File: src/rtl/acc_cpu_pkg.sv
package acc_cpu_pkg;

    localparam int OPC_W = 4;

    typedef enum logic [1:0] {
        ST_FETCH  = 2'd0,
        ST_DECODE = 2'd1,
        ST_EXEC   = 2'd2,
        ST_MEM    = 2'd3
    } cpu_state_e;

    typedef enum logic [1:0] {
        ALU_PASS = 2'd0,
        ALU_ADD  = 2'd1,
        ALU_SUB  = 2'd2,
        ALU_AND  = 2'd3
    } alu_op_e;

    localparam logic [OPC_W-1:0] OP_MOVE  = 4'h0;
    localparam logic [OPC_W-1:0] OP_ADD   = 4'h1;
    localparam logic [OPC_W-1:0] OP_SUB   = 4'h2;
    localparam logic [OPC_W-1:0] OP_AND   = 4'h3;
    localparam logic [OPC_W-1:0] OP_LOAD  = 4'h4;
    localparam logic [OPC_W-1:0] OP_STORE = 4'h5;
    localparam logic [OPC_W-1:0] OP_ADDM  = 4'h6;
    localparam logic [OPC_W-1:0] OP_SUBM  = 4'h7;
    localparam logic [OPC_W-1:0] OP_JMP   = 4'h8;
    localparam logic [OPC_W-1:0] OP_JZ    = 4'h9;
    localparam logic [OPC_W-1:0] OP_JNZ   = 4'hA;

    function automatic alu_op_e alu_sel(input logic [OPC_W-1:0] opc);
        case (opc)
            OP_ADD, OP_ADDM: return ALU_ADD;
            OP_SUB, OP_SUBM: return ALU_SUB;
            OP_AND:          return ALU_AND;
            default:         return ALU_PASS;
        endcase
    endfunction

    function automatic logic is_mem_read(input logic [OPC_W-1:0] opc);
        return (opc == OP_LOAD) || (opc == OP_ADDM) || (opc == OP_SUBM);
    endfunction

    function automatic logic is_imm(input logic [OPC_W-1:0] opc);
        return opc[OPC_W-1:2] == '0;
    endfunction

    function automatic logic is_illegal(input logic [OPC_W-1:0] opc);
        return opc > OP_JNZ;
    endfunction

endpackage

File: src/rtl/acc_cpu_alu.sv
module acc_cpu_alu
    import acc_cpu_pkg::*;
#(
    parameter int W = 8
) (
    input  alu_op_e        op,
    input  logic [W-1:0]   a,
    input  logic [W-1:0]   b,
    output logic [W-1:0]   y
);

    always_comb begin
        case (op)
            ALU_ADD: y = a + b;
            ALU_SUB: y = a - b;
            ALU_AND: y = a & b;
            default: y = b;
        endcase
    end

endmodule

File: src/rtl/acc_cpu_nextpc.sv
module acc_cpu_nextpc
    import acc_cpu_pkg::*;
#(
    parameter int AW = 8
) (
    input  logic [OPC_W-1:0] opc,
    input  logic             acc_zero,
    input  logic [AW-1:0]    pc,
    input  logic [AW-1:0]    target,
    output logic [AW-1:0]    pc_next
);

    logic [AW-1:0] pc_inc;
    logic          take;

    assign pc_inc = pc + AW'(1);

    always_comb begin
        case (opc)
            OP_JMP:  take = 1'b1;
            OP_JZ:   take = acc_zero;
            OP_JNZ:  take = !acc_zero;
            default: take = 1'b0;
        endcase
        pc_next = take ? target : pc_inc;
    end

endmodule

File: src/rtl/acc_cpu.sv
module acc_cpu
    import acc_cpu_pkg::*;
#(
    parameter int DATA_W  = 8,
    parameter int INSTR_W = 16
) (
    input  logic               clk,
    input  logic               rst,
    output logic [DATA_W-1:0]  mem_addr,
    output logic [INSTR_W-1:0] mem_wdata,
    output logic               mem_we,
    input  logic [INSTR_W-1:0] mem_rdata,
    output logic [DATA_W-1:0]  acc_o,
    output logic [DATA_W-1:0]  pc_o,
    output logic               illegal_o
);

    localparam int ADDR_W = DATA_W;
    localparam int PAD_W  = INSTR_W - DATA_W;

    typedef struct packed {
        cpu_state_e        st;
        logic [OPC_W-1:0]  opc;
        logic [DATA_W-1:0] opnd;
        logic [DATA_W-1:0] acc;
        logic [ADDR_W-1:0] pc;
        logic              ill;
    } cpu_regs_t;

    cpu_regs_t r_d, r_q;

    logic [DATA_W-1:0] alu_b, alu_y;
    logic [ADDR_W-1:0] pc_next;
    logic              unused_ir_bits;

    assign unused_ir_bits = ^mem_rdata[INSTR_W-OPC_W-1:DATA_W];

    assign alu_b = (r_q.st == ST_MEM) ? mem_rdata[DATA_W-1:0] : r_q.opnd;

    acc_cpu_alu #(.W(DATA_W)) u_alu (
        .op (alu_sel(r_q.opc)),
        .a  (r_q.acc),
        .b  (alu_b),
        .y  (alu_y)
    );

    acc_cpu_nextpc #(.AW(ADDR_W)) u_nextpc (
        .opc      (r_q.opc),
        .acc_zero (r_q.acc == '0),
        .pc       (r_q.pc),
        .target   (r_q.opnd),
        .pc_next  (pc_next)
    );

    always_comb begin
        r_d       = r_q;
        r_d.ill   = 1'b0;
        mem_addr  = r_q.pc;
        mem_we    = 1'b0;
        mem_wdata = {{PAD_W{1'b0}}, r_q.acc};
        case (r_q.st)
            ST_FETCH: begin
                r_d.st = ST_DECODE;
            end
            ST_DECODE: begin
                r_d.opc  = mem_rdata[INSTR_W-1 -: OPC_W];
                r_d.opnd = mem_rdata[DATA_W-1:0];
                r_d.st   = ST_EXEC;
            end
            ST_EXEC: begin
                mem_addr = r_q.opnd;
                if (is_mem_read(r_q.opc)) begin
                    r_d.st = ST_MEM;
                end else begin
                    r_d.st = ST_FETCH;
                    r_d.pc = pc_next;
                    if (r_q.opc == OP_STORE) begin
                        mem_we = 1'b1;
                    end else if (is_imm(r_q.opc)) begin
                        r_d.acc = alu_y;
                    end else if (is_illegal(r_q.opc)) begin
                        r_d.ill = 1'b1;
                    end
                end
            end
            default: begin
                mem_addr = r_q.opnd;
                r_d.acc  = alu_y;
                r_d.pc   = pc_next;
                r_d.st   = ST_FETCH;
            end
        endcase
    end

    always_ff @(posedge clk) begin
        if (rst) begin
            r_q <= '0;
        end else begin
            r_q <= r_d;
        end
    end

    assign acc_o     = r_q.acc;
    assign pc_o      = r_q.pc;
    assign illegal_o = r_q.ill;


    rst_clear_chk: assert property (@(posedge clk) disable iff (rst)
        $past(rst) |-> (pc_o == '0 && acc_o == '0 && !mem_we));


    ill_pulse_chk: assert property (@(posedge clk) disable iff (rst)
        illegal_o |=> !illegal_o);


    ill_acc_chk: assert property (@(posedge clk) disable iff (rst)
        illegal_o |-> $stable(acc_o));


    we_single_chk: assert property (@(posedge clk) disable iff (rst)
        mem_we |=> !mem_we);


    pc_step_chk: assert property (@(posedge clk) disable iff (rst)
        (pc_o != $past(pc_o)) |-> ($past(r_q.st) == ST_EXEC || $past(r_q.st) == ST_MEM));


    acc_step_chk: assert property (@(posedge clk) disable iff (rst)
        (acc_o != $past(acc_o)) |-> ($past(r_q.st) == ST_EXEC || $past(r_q.st) == ST_MEM));

endmodule

File: config.mk
export PLATFORM = sky130hd
export DESIGN_NAME = acc_cpu
export DESIGN_NICKNAME = d
export VERILOG_FILES = /design/src/rtl/acc_cpu_pkg.sv /design/src/rtl/acc_cpu_alu.sv /design/src/rtl/acc_cpu_nextpc.sv /design/src/rtl/acc_cpu.sv
export SDC_FILE = /design/constraint.sdc
export NUM_CORES = 1
export LEC_CHECK = 0
export BUFFER_PORTS_ARGS = -buffer_cell sky130_fd_sc_hd__buf_2
export CAP_MARGIN = 30
export CORE_MARGIN = 5
export CORE_UTILIZATION = 45
export DETAILED_ROUTE_END_ITERATION = 16
export PLACE_DENSITY = 0.69
export SYNTH_ARGS = -nofsm -noshare
export SYNTH_HDL_FRONTEND = slang
export SYNTH_SLANG_ARGS = --single-unit
File: constraint.sdc
create_clock -name clk -period 4 [get_ports clk]
set_clock_uncertainty 0.1 [all_clocks]
set_input_delay 0.4 -clock clk [delete_from_list [all_inputs] [get_ports clk]]
set_output_delay 0.4 -clock clk [all_outputs]
set_load 0.03 [all_outputs]
==> key figures <==
Global routing
  – First-pass GRT wire length: 9404 um
  – Largest net degree at the start of global routing: 32
  – Vias in the first global route: 2050
  – Gr ovfl total: 0
  – Total GRT Usage: 15.85%
  – Initial antenna violation count: 0

Worst setup path
  – Crit path required time: 4.11 ns
  – Worst Setup End Kind: flop
  – CP Buf/Inv Count: 3
  – Worst path most repeated cell: inv_1
  – Kind of critical path: flop to flop
  – RR Startpoint: r_q[27]
  – CP startpoint kind: flop
  – Worst r2r dst: acc_o[5]
  – CP startpoint: r_q[27]
  – CP max stage cell: dfxtp_1
  – CP top delay family: compound AO/OA/AOI/OAI gates
  – Critical path's largest stage delay: 0.46 ns
  – R2r setup slk: 0.44 ns
  – R2R depth: 15
  – CP cell instances: inv_1 -> nor2_1 -> nand2_1 -> a21oi_1 -> inv_1 -> ha_1 -> a21oi_1 -> inv_1 -> ha_1 -> nor2b_1 -> o21a_1 -> o31ai_1 -> a21boi_0 -> o32a_1 -> a211oi_1
  – Crit Path Max Fanout: 8
  – Crit path DAT: 3.68 ns

STA
  – Final setup viols: 0
  – Setup TNS: 0 ns
  – RSZ-0062 raised after global routing: no
  – Final Cycle Share: 89.03%
  – Min cycle time layout: 3.561 ns
  – Final hold violations: 0
  – Least-Margin Pin Slew: 0.9199 ns
  – Final slew viol count: 0
  – Setup ws final: 0.4387 ns
  – Max Clk Rate: 280.8 MHz
  – Slew margin rel.: 38.67%

Place
  – Setup WS pre-CTS: 0.4868 ns
  – Port Buf Inserts: 47
  – Half-perimeter wire length after placement: 4385 um
  – GP Congestion: 0.8545

Floorplanning
  – Core area: 5439 um^2
  – Number of top-level pins: 60
  – Starting Density: 45.94%
  – Die W: 84.52 um
  – Die area: 7143 um^2
  – Chip height: 84.52 um
  – Rows: 27

Outcome
  – Status: completed

Clock network
  – Clock root cell: clkbuf_8
  – Clock Latency Late Sink: 0.29 ns
  – Clock buffer depth: 2
  – CTS tree: built
  – Clock-pin slew on the worst setup and hold paths: 0.08 ns
  – Num CTS Buffers: 5
  – Clock sinks: 31
  – Post-CTS Hold Fix Bufs: 0
  – Post-CTS sizing: 0
  – H-tree depth: 2
  – Post-CTS Setup Bufs: 0

Synthesis
  – Register area share after synthesis: 24.84%
  – Yosys reg bits: 31
  – EDFF count, synth: 0
  – Syn Area/Cell: 8.034 um^2
  – Dominant cell type by area after synthesis: dfxtp_1
  – Top FF cell, synth: dfxtp_1
  – Synth top area cells: dfxtp_1 (25%), buf_4 (9.9%), ha_1 (6.5%)
  – Synth Cell Area: 2499 um^2
  – Asr flop ratio synth: 0%
  – Top cell type's share of synthesized area: 24.84%
  – Syn Inst Count: 311
  – Yosys cell types: 54
  – Yosys warnings: 0

Routing
  – Post-route DRC violation count: 0
  – WL per Instance: 14.30 um
  – Post-DRT Antenna Nets: 0
  – Final wirelength: 5749 um
  – Initial drt markers: 59
  – Vias per inst: 5.502
  – DR vias: 2212
  – DRT Pass-1 Iters: 4

Job
  – Max-capacitance violation count: 0

Finish
  – Commonest non-fill, non-tap cells in the layout: buf_2 (47), nand2_1 (33), dfxtp_1 (31)
  – Area Overhead vs Synth: 7.111%
  – Layout Nets: 361
  – Layout cells sized above 1: 23.94%
  – Antenna diodes: 0
  – Most common cell after layout, fill and taps aside: buf_2

Min path
  – Hold Path Class: input port to flop
  – Hold Startpoint: mem_rdata[12]
  – Worst hold path depth: 3
  – Worst Hold Endpoint: r_q[25]

Power and ir drop
  – Pwr/cell area: 364.6 nW/um^2
  – Leakage: 1.179 nW
  – Max IR drop VDD: 0.1650 mV
==> cell usage after synthesis (all sizes together), types with 3 or more instances <==
cell and number:
a211oi 4, a21oi 25, a221oi 3, a22oi 8, a31oi 4, and3 4
buf 36, clkbuf 9, dfxtp 31, ha 13, inv 14, mux2 12
mux2i 9, nand2 34, nand2b 3, nand3 3, nor2 23, nor2b 6
nor3 6, nor4 4, o21a 9, o21ai 14, o32ai 3, xnor2 3
xor2 5
==> worst register-to-register path: stages, from the launching register on <==
cell and delay (ns):
dfxtp_1 0.46, inv_1 0.10, nor2_1 0.14, nand2_1 0.08
a21oi_1 0.19, inv_1 0.09, ha_1 0.29, a21oi_1 0.28
inv_1 0.08, ha_1 0.27, nor2b_1 0.13, o21a_1 0.20
o31ai_1 0.36, a21boi_0 0.16, o32a_1 0.35, a211oi_1 0.21
==> kinds of logic after synthesis <==
group / count (synthesis) / share of synthesized area [%]
and+or+nand+nor: 94 / 19.03
AOI/OAI and AO/OA: 83 / 22.69
DFF: 31 / 24.84
other: 1 / 0.1501
xor gates and xnor gates: 8 / 2.804
muxes: 21 / 9.014
buffers and inverters: 59 / 14.17
adders and majority gates: 14 / 7.311
==> metal layers <==
layer | GRT usage [%] | vias up | wire length, um
li1 | - | 1106 | -
met1 | 19.56 | 1050 | 2580
met2 | 27.19 | 49 | 2794
met3 | 3.042 | 7 | 275
met4 | 5.899 | 0 | 99
met5 | 0 | - | 0
==> how the worst max path moves through the flow <==
stage	to	slack (ns)	depth (start not counted)
detailed placement	acc_o[5]	0.49	15
global route	acc_o[5]	0.22	13
CTS	acc_o[5]	0.42	13
finish	acc_o[5]	0.44	15
floorplan	acc_o[5]	0.83	16
global placement	acc_o[5]	0.61	15
==> where the power goes <==
group	internal, mW	switching [mW]	total [mW]
sequential	0.323	0.0247	0.348
combinational	0.127	0.183	0.311
clock	0.185	0.131	0.317
total	0.636	0.340	0.976
==> registers in the layout, indices dropped and copies added, names as in the netlist <==
signal / flops
r_q: 14
illegal_o: 1
pc_o: 8
acc_o: 8
==> metrics by stage <==
| stage | util (%) | area [um^2] | hold WS (ns) | power (mW) | instances |
|---|---|---|---|---|---|
| 2_1_floorplan | - | 2525 | 0.3588 | 0.6133 | 318 |
| 3_3_place_gp | 47.14 | 2564 | 0.3794 | 0.6551 | 394 |
| 3_5_place_dp | 47.14 | 2564 | 0.3855 | 0.6630 | 394 |
| 4_1_cts | 49.21 | 2676 | 0.2373 | 0.9814 | 402 |
| 5_1_grt | 49.21 | 2676 | 0.2522 | 1.030 | 402 |
| 6_report | 49.21 | 2676 | 0.2411 | 0.9759 | 402 |
==> area by class of cell <==
type,count,area [um^2]
multi-input cells,228,1550
fillers,536,2763
clock inverters,3,43.79
well taps,72,90.09
inverters,14,52.55
clock buffers,5,68.82
repair buffers,49,250.2
flip-flops and latches,31,620.6
(Power assumes the default switching activity.)
